==> config.mk <==
export PLATFORM = sky130hd
export DESIGN_NAME = bitfield_rmw
export DESIGN_NICKNAME = d
export VERILOG_FILES = /design/src/rtl/bfw_pkg.sv /design/src/rtl/bfw_addr_split.sv /design/src/rtl/bfw_merge.sv /design/src/rtl/bfw_seq.sv /design/src/rtl/bitfield_rmw.sv
export SDC_FILE = /design/constraint.sdc
export NUM_CORES = 1
export LEC_CHECK = 0
export ABC_AREA = 0
export BUFFER_PORTS_ARGS = -buffer_cell sky130_fd_sc_hd__buf_2
export CORE_AREA = 4 4 115 117
export DETAILED_ROUTE_END_ITERATION = 12
export DIE_AREA = 0 0 119 121
export GPL_ROUTABILITY_DRIVEN = 0
export GPL_TIMING_DRIVEN = 0
export PLACE_DENSITY = 0.47
export SLEW_MARGIN = 20
export SYNTH_ARGS = -nofsm -noshare
export SYNTH_HDL_FRONTEND = slang
export SYNTH_HIERARCHICAL = 1
export SYNTH_SLANG_ARGS = --single-unit
==> constraint.sdc <==
create_clock -name clk -period 3.7 [get_ports clk]
set_clock_uncertainty 0.05 [all_clocks]
set_input_delay 0.555 -clock clk [delete_from_list [all_inputs] [get_ports clk]]
set_output_delay 0.555 -clock clk [all_outputs]
set_load 0.05 [all_outputs]
==> src/rtl/bfw_pkg.sv <==
package bfw_pkg;
  localparam int FIELD_W = 8;
  localparam int WORD_W  = 2 * FIELD_W;

  typedef enum logic [2:0] {
    S_IDLE   = 3'd0,
    S_RD_LO  = 3'd1,
    S_RD_HI  = 3'd2,
    S_MODIFY = 3'd3,
    S_WR_LO  = 3'd4,
    S_WR_HI  = 3'd5,
    S_DONE   = 3'd6
  } bfw_state_e;

  // Mask positioned inside the two-byte window.
  function automatic logic [WORD_W-1:0] place_field(input logic [FIELD_W-1:0] val,
                                                    input logic [2:0] sh);
    return {{FIELD_W{1'b0}}, val} << sh;
  endfunction

  // Read-modify-write merge of one field into the two-byte window.
  function automatic logic [WORD_W-1:0] merge_word(input logic [WORD_W-1:0]  old_word,
                                                   input logic [FIELD_W-1:0] pat,
                                                   input logic [FIELD_W-1:0] msk,
                                                   input logic [2:0]         sh);
    logic [WORD_W-1:0] keep;
    keep = ~place_field(msk, sh);
    return (old_word & keep) | place_field(pat & msk, sh);
  endfunction
endpackage

==> src/rtl/bfw_addr_split.sv <==
module bfw_addr_split #(
  parameter int BYTES = 256,
  localparam int ADDR_W = $clog2(BYTES),
  localparam int BIT_ADDR_W = ADDR_W + 3
) (
  input  logic [BIT_ADDR_W-1:0] bit_addr,
  output logic [ADDR_W-1:0]     byte_idx,
  output logic [2:0]            shift,
  output logic                  at_top
);
  localparam logic [ADDR_W-1:0] LAST = ADDR_W'(BYTES - 1);

  always_comb begin
    byte_idx = bit_addr[BIT_ADDR_W-1:3];
    shift    = bit_addr[2:0];
    at_top   = (byte_idx == LAST);
  end
endmodule

==> src/rtl/bfw_merge.sv <==
module bfw_merge
  import bfw_pkg::*;
(
  input  logic [FIELD_W-1:0] old_lo,
  input  logic [FIELD_W-1:0] old_hi,
  input  logic [FIELD_W-1:0] pat,
  input  logic [FIELD_W-1:0] msk,
  input  logic [2:0]         sh,
  input  logic               at_top,
  output logic [WORD_W-1:0]  new_word
);
  logic [WORD_W-1:0] old_word;
  logic [WORD_W-1:0] merged;

  always_comb begin
    old_word = {at_top ? {FIELD_W{1'b0}} : old_hi, old_lo};
    merged   = merge_word(old_word, pat, msk, sh);
    // upper half is never written at the top of the file
    new_word = at_top ? {{FIELD_W{1'b0}}, merged[FIELD_W-1:0]} : merged;
  end
endmodule

==> src/rtl/bfw_seq.sv <==
module bfw_seq
  import bfw_pkg::*;
(
  input  logic       clk,
  input  logic       rst_n,
  input  logic       start,
  input  logic       at_top,
  output bfw_state_e state,
  output logic       idle
);
  bfw_state_e nxt;

  always_comb begin
    nxt = state;
    unique case (state)
      S_IDLE:   if (start) nxt = S_RD_LO;
      S_RD_LO:  nxt = at_top ? S_MODIFY : S_RD_HI;
      S_RD_HI:  nxt = S_MODIFY;
      S_MODIFY: nxt = S_WR_LO;
      S_WR_LO:  nxt = at_top ? S_DONE : S_WR_HI;
      S_WR_HI:  nxt = S_DONE;
      S_DONE:   nxt = S_IDLE;
      default:  nxt = S_IDLE;
    endcase
  end

  always_ff @(posedge clk or negedge rst_n) begin
    if (!rst_n) state <= S_IDLE;
    else        state <= nxt;
  end

  assign idle = (state == S_IDLE);
endmodule

==> src/rtl/bitfield_rmw.sv <==
module bitfield_rmw
  import bfw_pkg::*;
#(
  parameter int BYTES = 256,
  localparam int ADDR_W = $clog2(BYTES),
  localparam int BIT_ADDR_W = ADDR_W + 3
) (
  input  logic                  clk,
  input  logic                  rst_n,
  input  logic                  req,
  input  logic [BIT_ADDR_W-1:0] bit_addr,
  input  logic [FIELD_W-1:0]    pattern,
  input  logic [FIELD_W-1:0]    mask,
  output logic                  busy,
  output logic                  done,
  output logic [ADDR_W-1:0]     mem_addr,
  output logic                  mem_rd_en,
  output logic                  mem_wr_en,
  output logic [FIELD_W-1:0]    mem_wdata,
  input  logic [FIELD_W-1:0]    mem_rdata
);
  // decoded request
  logic [ADDR_W-1:0] dec_idx;
  logic [2:0]        dec_sh;
  logic              dec_top;

  // latched request
  logic [ADDR_W-1:0]  idx_q;
  logic [2:0]         sh_q;
  logic               top_q;
  logic [FIELD_W-1:0] pat_q;
  logic [FIELD_W-1:0] msk_q;
  logic [FIELD_W-1:0] lo_q;
  logic [WORD_W-1:0]  word_q;

  bfw_state_e state;
  logic       idle;

  // named internal events
  logic ev_accept, ev_cap_lo, ev_modify;
  logic [FIELD_W-1:0] old_lo, old_hi;
  logic [WORD_W-1:0]  new_word;
  logic [ADDR_W-1:0]  idx_next;

  bfw_addr_split #(.BYTES(BYTES)) u_split (
    .bit_addr (bit_addr),
    .byte_idx (dec_idx),
    .shift    (dec_sh),
    .at_top   (dec_top)
  );

  bfw_seq u_seq (
    .clk    (clk),
    .rst_n  (rst_n),
    .start  (ev_accept),
    .at_top (top_q),
    .state  (state),
    .idle   (idle)
  );

  assign ev_accept = req && idle;
  assign ev_cap_lo = (state == S_RD_HI);
  assign ev_modify = (state == S_MODIFY);
  assign idx_next  = idx_q + ADDR_W'(1);

  // In MODIFY the port shows the high byte, or the low byte when only one read ran.
  assign old_lo = top_q ? mem_rdata : lo_q;
  assign old_hi = top_q ? '0 : mem_rdata;

  bfw_merge u_merge (
    .old_lo   (old_lo),
    .old_hi   (old_hi),
    .pat      (pat_q),
    .msk      (msk_q),
    .sh       (sh_q),
    .at_top   (top_q),
    .new_word (new_word)
  );

  always_ff @(posedge clk or negedge rst_n) begin
    if (!rst_n) begin
      idx_q  <= '0;
      sh_q   <= '0;
      top_q  <= 1'b0;
      pat_q  <= '0;
      msk_q  <= '0;
      lo_q   <= '0;
      word_q <= '0;
    end else begin
      if (ev_accept) begin
        idx_q <= dec_idx;
        sh_q  <= dec_sh;
        top_q <= dec_top;
        pat_q <= pattern;
        msk_q <= mask;
      end
      if (ev_cap_lo) lo_q   <= mem_rdata;
      if (ev_modify) word_q <= new_word;
    end
  end

  always_comb begin
    mem_addr  = idx_q;
    mem_rd_en = 1'b0;
    mem_wr_en = 1'b0;
    mem_wdata = '0;
    unique case (state)
      S_RD_LO: mem_rd_en = 1'b1;
      S_RD_HI: begin
        mem_rd_en = 1'b1;
        mem_addr  = idx_next;
      end
      S_WR_LO: begin
        mem_wr_en = 1'b1;
        mem_wdata = word_q[FIELD_W-1:0];
      end
      S_WR_HI: begin
        mem_wr_en = 1'b1;
        mem_addr  = idx_next;
        mem_wdata = word_q[WORD_W-1:FIELD_W];
      end
      default: ;
    endcase
  end

  assign busy = !idle;
  assign done = (state == S_DONE);
endmodule

== Word-level counts from Yosys, hierarchy flattened ==
Cells that the tools add are included.

* Shift-type cells: 2
* $lt $le $gt $ge: 0
* Reduce and logical (&&, ||, !) cells: 6
* Div/mod/pow operators: 0
* Add/sub/neg operators: 1
* Mux-type cells: 11
* Bitwise gates (word level): 4
* Eq/ne operators: 8
* $mul: 0

{| class="wikitable"
|+ Operators with widths
! operator !! count
|-
| 8-bit by 3-bit left shift with 16-bit output || 2
|-
| 8-bit 2-to-1 mux || 3
|-
| 3-bit one-hot mux with 6 select lines || 1
|-
| 16-bit bitwise AND || 1
|-
| 16-bit 2-to-1 mux || 1
|-
| 16-bit inverter || 1
|-
| 16-bit OR || 1
|-
| 8-bit one-hot mux with 2 select lines || 1
|-
| 3-bit == test (second input constant) || 3
|-
| 8-bit by 1-bit adder with 8-bit output (second input constant) || 1
|-
| 8-bit bitwise AND || 1
|-
| 8-bit == test (second input constant) || 1
|-
| 3-bit by 2-bit == test with 1-bit output (second input constant) || 2
|-
| 2-bit OR reduction || 3
|-
| 3-bit by 1-bit == test with 1-bit output (second input constant) || 1
|-
| 3-bit zero test || 1
|-
| 1-bit 2-to-1 mux || 3
|-
| 3-bit 2-to-1 mux || 1
|-
| 2-bit 2-to-1 mux || 1
|-
| 2-bit by 1-bit inequality test with 1-bit output (second input constant) || 1
|-
| 1-bit logical AND || 1
|-
| 1-bit zero test || 1
|}

* Memory bits (read-only): 0
* RAM bits: 0
* Register bits after elaboration: 55
* Memories kept: 0
* Output and inout bits: 20
* Bits in latches: 0

== Logic depth before layout (Yosys ltp) ==
Gate-level depths: netlist of the first run.

* Word-level depth: 5
* Mapped depth: 8

== Modules after synthesis ==
Netlist of the first run, hierarchy kept.

{| class="wikitable"
|+ Modules (own cells, without submodules)
! module !! seq. area each (sq um) !! area each (sq um) !! times used !! cells each
|-
| bitfield_rmw || 1301.2 || 2489.9 || 1 || 185
|-
| bfw_merge || 0.0 || 828.3 || 1 || 105
|-
| bfw_seq || 75.1 || 148.9 || 1 || 13
|-
| bfw_addr_split || 0.0 || 98.8 || 1 || 14
|}

== Least setup slack after synthesis of the first run ==
Ideal clock, no wire load.

* Path type: flip-flop to output port
* Start: register u_seq.state[0]
* End: output port mem_addr[1]
* Cell stages (with the launch flop): 5
* Setup slack: 0.918 ns
* Path buffers: 2
* Arrival: 2.177 ns
* Cells stage by stage: dfrtp_1 -> buf_2 -> buf_2 -> o22ai_1 -> a211oi_1

* Word-level cells in the longest chain between the ends: 3
* Elaborated cells between the ends (all ways): 4

{| class="wikitable"
|+ RTL lines
! element !! line !! text
|-
| start, declared || bfw_seq.sv:8 || <nowiki>output bfw_state_e state,</nowiki>
|-
| start signal, assigned || bfw_seq.sv:29 || <nowiki>else state <= nxt;</nowiki>
|-
| 3-bit by 2-bit == test with 1-bit output / 3-bit == test (equally long branches) || bitfield_rmw.sv:107 || <nowiki>unique case (state)</nowiki>
|-
| 2-bit OR reduction (no line) * || n/a ||
|-
| 8-bit 2-to-1 mux * || bitfield_rmw.sv:107 ||
|-
| end, declared || bitfield_rmw.sv:16 || <nowiki>output logic [ADDR_W-1:0] mem_addr,</nowiki>
|}

Every way passes the cells marked *; elsewhere a longest branch is shown, timed or not.

== Final worst setup path of the first run ==
* Start: register u_seq.state[1]
* End: output port mem_addr[2]

The elaborated chain is that of the path after synthesis.

==> out/results.ini, run 1 <==
[timing]
setup_violations = 0
post-route-period-util_pct = 70.1
fin_setup_tns_ps = 0
layout_min_cycle_time_ps = 2590
slew_headroom_pct = 53.2
hold_viol = 0
slew_viol_final = 0
rsz0062_at_grt = no
worst-slew-pin-transition_ps = 701
fmax_mhz = 386

[power]
cellPowerDensity_mw_per_mm2 = 968
leakagePower_nw = 1.85
peakVddDrop_mv = 0.332

[worst_setup_path]
reg2regPathDepth = 6
critPathMaxFanout = 16
required_ps = 3090
rrSetupSlack_ps = 1440
worstSetupEndpointType = output pin
cp-endpoint = mem_addr[2]
crit_arrival_ps = 1990
worst-setup-path-type = reg2out
r2r_end = word_q[6]$_DFFE_PN0N_
crit_path_start = u_seq/state[1]$_DFFE_PN0P_
r2r_start = top_q$_DFFE_PN0P_
start_kind = register

[yosys]
synth_ff_type = dfrtp_1
avgSynthCellArea_sq_um = 11.2
async_reset_ff_share_pct = 100
yosysWarnings = 6
synthesis.area_sq_mm = 0.00357
seq_area_frac_synth_pct = 38.6
syn_nets = 356
ys_seq_elements = 55
ys_types = 51
postSynthCellCount = 317
synth-edff-count = 0

[floorplan]
dieArea_sq_mm = 0.0144
die_height_microns = 121
ios = 58
coreArea_sq_mm = 0.0124
start_util_pct = 28.8
die_x_microns = 119
core.rowCount = 41

[clocking]
cts.sinks = 55
cts_hold_buf = 0
cts_tree = built
ctsHtreeMaxLevel = 2
insertion_delay_ps = 290
clk_path_buf_depth = 2
root_buffer = clkbuf_16
cts_resized = 0
cts-buffers-inserted = 5
clkSlewWorstSetupHoldPaths_ps = 70
post_cts_buffers = 0

[run_status]
status = completed

[grt]
grt_pass1_wl_microns = 14100
grt.total_usage_pct = 12.1
grt_start_max_net_pins = 56
grt_overflow = 0
grt_pass1_vias = 2616
grt_antenna_before_repair = 0

[placement]
portBuffers = 54
dpl.hpwl_microns = 6590

[drt]
post_drt_wl_per_cell_microns = 15.4
drc = 0
drt_first_pass_iters = 4
routed_wl_microns = 8470
drtIter0Drc = 99
vias = 2556
vias_per_cell = 4.64
ant_nets = 0

[layout]
final_cell_mix = 66 x mux2_2, 60 x buf_2, 55 x dfrtp_1, 18 x mux2i_1, 17 x nor2_1
areaGrowthSynthToFinish_pct = 17.6
final_common_cell = mux2_2
nNetsFinal = 417
utilization_pct = 33.9
final_layout_size_suffix_gt1_share_pct = 43.3
n_antenna_cell = 0

[flow_run]
max_cap_viol_count = 0

[min_path]
min_path_type = in2async

## cell type report
type,instances,area [sq um]
clock inverters,2,12.5
inverters,4,15.0
clock buffers,6,129
multi-input cells,226,1950
plain buffers,32,220
fillers,1260,8170
repair buffers,54,273
flip-flops and latches,55,1380
well taps,172,215
## power by group
group / internal (mW) / total (mW) / switching (mW) / leakage, nW
Combinational: 1.09 / 2.38 / 1.29 / 1.13
Clock: 0.250 / 0.456 / 0.206 / 0.0669
Sequential: 0.910 / 1.22 / 0.313 / 0.651
Total: 2.25 / 4.06 / 1.81 / 1.85
## layer usage
metal	up-vias	part of all wire [%]	GRT usage (%)
met5	-	0	0
met4	0	0.94	3.48
met3	4	2.2	1.82
met2	40	46	19.0
met1	1249	51	17.4
li1	1263	-	-
## synthesized netlist by cell type, types with 2 or more instances
library cell / count / area [sq um]
nand3_1: 5 / 25.0
nor3_1: 3 / 15.0
dfrtp_1: 55 / 1380
a211oi_1: 7 / 52.6
nand2_1: 12 / 45.0
buf_6: 5 / 56.3
mux2i_1: 18 / 180
and3b_1: 2 / 17.5
xnor2_1: 7 / 61.3
and2_1: 6 / 37.5
o22ai_1: 2 / 12.5
a21o_1: 2 / 15.0
mux2_2: 66 / 743
buf_2: 7 / 35.0
a31oi_1: 3 / 18.8
nor2_1: 17 / 63.8
nand2b_1: 6 / 37.5
buf_4: 14 / 105
and3_1: 3 / 18.8
o211ai_1: 2 / 15.0
o2111ai_1: 3 / 26.3
a21oi_1: 4 / 20.0
nand4_1: 3 / 18.8
mux4_1: 2 / 52.6
mux4_2: 5 / 113
nor2b_1: 14 / 87.6
and4_1: 2 / 17.5
clkbuf_1: 5 / 18.8
inv_1: 4 / 15.0
o21ai_0: 12 / 60.1
## cells by family after synthesis
| family | after synthesis | share of synthesized area (%) |
|---|---|---|
| compound gates | 44 | 8.42 |
| xor+xnor | 7 | 1.72 |
| simple gates | 83 | 13.8 |
| buf+inv | 36 | 6.60 |
| mux | 91 | 30.5 |
| fa+ha+maj | 1 | 0.351 |
| flops | 55 | 38.6 |
## state kept, by name (all words and copies together), names as in the netlist
name and count:
lo_q 8, top_q 1, word_q 16, u_seq/state 3, sh_q 3, msk_q 8
idx_q 8, pat_q 8
## through the flow
stage | worst slack (ps) | power [mW] | hold WS [ps] | cell area [sq um] | std cells
3_3_place_gp | 1400 | 3.60 | 437 | 4050 | 543
4_1_cts | 1070 | 4.11 | 289 | 4200 | 551
5_1_grt | 923 | 4.36 | 321 | 4200 | 551
3_5_place_dp | 1410 | 3.63 | 442 | 4050 | 543
6_report | 1110 | 4.06 | 259 | 4200 | 551
2_1_floorplan | 918 | 3.04 | 209 | 3570 | 317
## worst max-delay path, stage by stage, from the launching register on
cell and delay, ps:
dfrtp_1 620, nor3b_4 390, buf_6 210, o21ai_2 80, xnor2_1 130, buf_2 280
## worst min path at each step
stage / endpoint / slack [ps] / depth (start not counted)
final: idx_q[2]$_DFFE_PN0P_ / 260 / 1
after global routing: idx_q[2]$_DFFE_PN0P_ / 320 / 1
after CTS: idx_q[2]$_DFFE_PN0P_ / 290 / 1
after detailed placement: lo_q[4]$_DFFE_PN0N_ / 440 / 1
after global placement: lo_q[7]$_DFFE_PN0N_ / 440 / 1
after floorplan: idx_q[0]$_DFFE_PN0P_ / 210 / 0
Note: power is estimated with default switching activity, not from simulation.
==> run 2, diff against run 1 <==
- clock period: 3.7 -> 2.55 ns (I/O delays scaled with it)
==> run 2 against run 1 <==
Combinational power is 46% higher. Highest routed layer unchanged. Global-route usage barely moved. Die area did not move. Critical path depth up 1. Sequential share of layout area fell by 0.42 points. Non-clock buffer count is the same. Routed wire length decreased by 0.30%. Worst setup slack got worse by 930 ps.
==> out/results.ini, run 2 (synthesis gave the netlist of run 1 again) <==
[drt]
ant_nets = 0
drtIter0Drc = 95
drc = 0
post_drt_wl_per_cell_microns = 15.3
drt_first_pass_iters = 4
vias_per_cell = 4.69
vias = 2582
routed_wl_microns = 8440

[layout]
largest_reg_flops = 16
n_antenna_cell = 0
finalNonFillerCells = 551
areaGrowthSynthToFinish_pct = 19.3
regMostFlops = word_q
final_common_cell = mux2_2
nNetsFinal = 417
final_cell_mix = 66 x mux2_2, 58 x buf_2, 54 x dfrtp_1, 18 x mux2i_1, 17 x nor2_1
utilization_pct = 34.4
design_area_sq_mm = 0.00425
final_layout_size_suffix_gt1_share_pct = 43.8

[placement]
portBuffers = 54
dpl.hpwl_microns = 6590
pre_cts_slack_ps = 315
dp_cells = 543
placed_area_sq_mm = 0.00406

[floorplan]
die_x_microns = 119
dieArea_sq_mm = 0.0144
die_height_microns = 121
coreArea_sq_mm = 0.0124
ios = 58
start_util_pct = 28.8
core.rowCount = 41

[grt]
grt_pass1_vias = 2576
grt_pass1_wl_microns = 13900
grt.total_usage_pct = 12.1
grt_antenna_before_repair = 0
grt_start_max_net_pins = 56
grt_overflow = 0

[timing]
worst-slew-pin-transition_ps = 700
fmax_mhz = 421
hold_viol = 0
rsz0062_at_grt = no
fin_setup_tns_ps = 0
slew_headroom_pct = 53.3
slew_viol_final = 0
setup_violations = 0
hold_ws_ps = 83.7
layout_min_cycle_time_ps = 2380
layout_setup_ws_ps = 172
post-route-period-util_pct = 93.2

[clocking]
root_buffer = clkbuf_16
cts_tree = built
cts.sinks = 55
insertion_delay_ps = 290
clkSlewWorstSetupHoldPaths_ps = 70
clk_path_buf_depth = 2
cts_hold_buf = 0
ctsHtreeMaxLevel = 2
cts-buffers-inserted = 5
post_cts_buffers = 0

[worst_setup_path]
slowest_stage = dfrtp_1
worst-setup-path-type = reg2out
crit_arrival_ps = 1950
cpPeakStageDelay_ps = 440
cp_cell_sequence = buf_2 > nor3b_4 > buf_6 > o21ai_2 > xnor2_1 > clkbuf_4
required_ps = 2120
worstSetupEndpointType = output pin
critPathMaxFanout = 10
start_kind = register

[power]
finalPower_mw = 6.11
peakVddDrop_mv = 0.460
switching_share_pct = 42.9
p_seq_share_pct = 29.0
pwr-share-comb_pct = 56.8
cellPowerDensity_mw_per_mm2 = 1440
p_switching_mw = 2.62
leakagePower_nw = 1.87
intPower_mw = 3.49
clockPowerShare_pct = 14.2

[run_status]
status = completed

[min_path]
min_path_type = in2async

[flow_run]
max_cap_viol_count = 0

-- run 2: changes by cell type in the layout (fill, tap and decap cells not counted) --
cell / change
buf_2: -2
bufinv_16: +2
clkbuf_4: +2
a211oi_1: -1
a211oi_2: +1
clkinv_2: -1
clkinvlp_4: -1
dfrtp_1: -1
dfrtp_2: +1
-- run 2: layout make-up --
class | count | area [sq um]
sequential | 55 | 1380
tap | 172 | 215
clock buffer | 6 | 129
timing repair buffer | 54 | 278
inverter | 4 | 15.0
buffer | 32 | 220
fill | 1271 | 8110
multi-input combinational | 226 | 1960
clock inverter | 2 | 60.1
-- run 2: path summary, 6_finish.rpt --
path | startpoint | to | slack, ps | depth (start not counted)
hold / removal | rst_n | idx_q[6]$_DFFE_PN0P_ | 80 | 1
setup reg to reg | top_q$_DFFE_PN0P_ | word_q[6]$_DFFE_PN0N_ | 320 | 6
setup / recovery | u_seq/state[2]$_DFFE_PN0P_ | mem_addr[2] | 170 | 6
max in group asynchronous | rst_n | u_seq/state[1]$_DFFE_PN0P_ | 1860 | 1
min in group clk | bit_addr[0] | sh_q[0]$_DFFE_PN0P_ | 270 | 2
hold reg to reg | word_q[11]$_DFFE_PN0N_ | word_q[11]$_DFFE_PN0N_ | 460 | 1
-- run 2: power groups by stage --
| stage | clock (mW) | combinational (mW) | sequential [mW] |
|---|---|---|---|
| floorplan | 0 | 2.80 | 1.63 |
| global placement | 0 | 3.45 | 1.78 |
| detailed placement | 0 | 3.47 | 1.80 |
| CTS | 0.891 | 3.48 | 1.78 |
| global route | 0.928 | 3.75 | 1.86 |
| finish | 0.866 | 3.47 | 1.77 |
-- run 2: critical path, delay by kind of cell (launching register included) --
family | cells | cell delay (ps)
and+or+nand+nor | 1 | 320
xor gates and xnor gates | 1 | 150
buffers and inverters | 3 | 670
AOI/OAI and AO/OA | 1 | 80
DFF | 1 | 440
-- run 2: per-layer routing --
layer,GRT usage (%),wire (microns)
met4,3.26,97
met1,17.2,4160
met3,2.00,248
met2,19.1,3940
met5,0,0
-- run 2: timing repair --
item,in CTS,in global routing
setup endpoints to repair,0,2
endpoints found under the hold margin,0,0
resized for setup,0,3
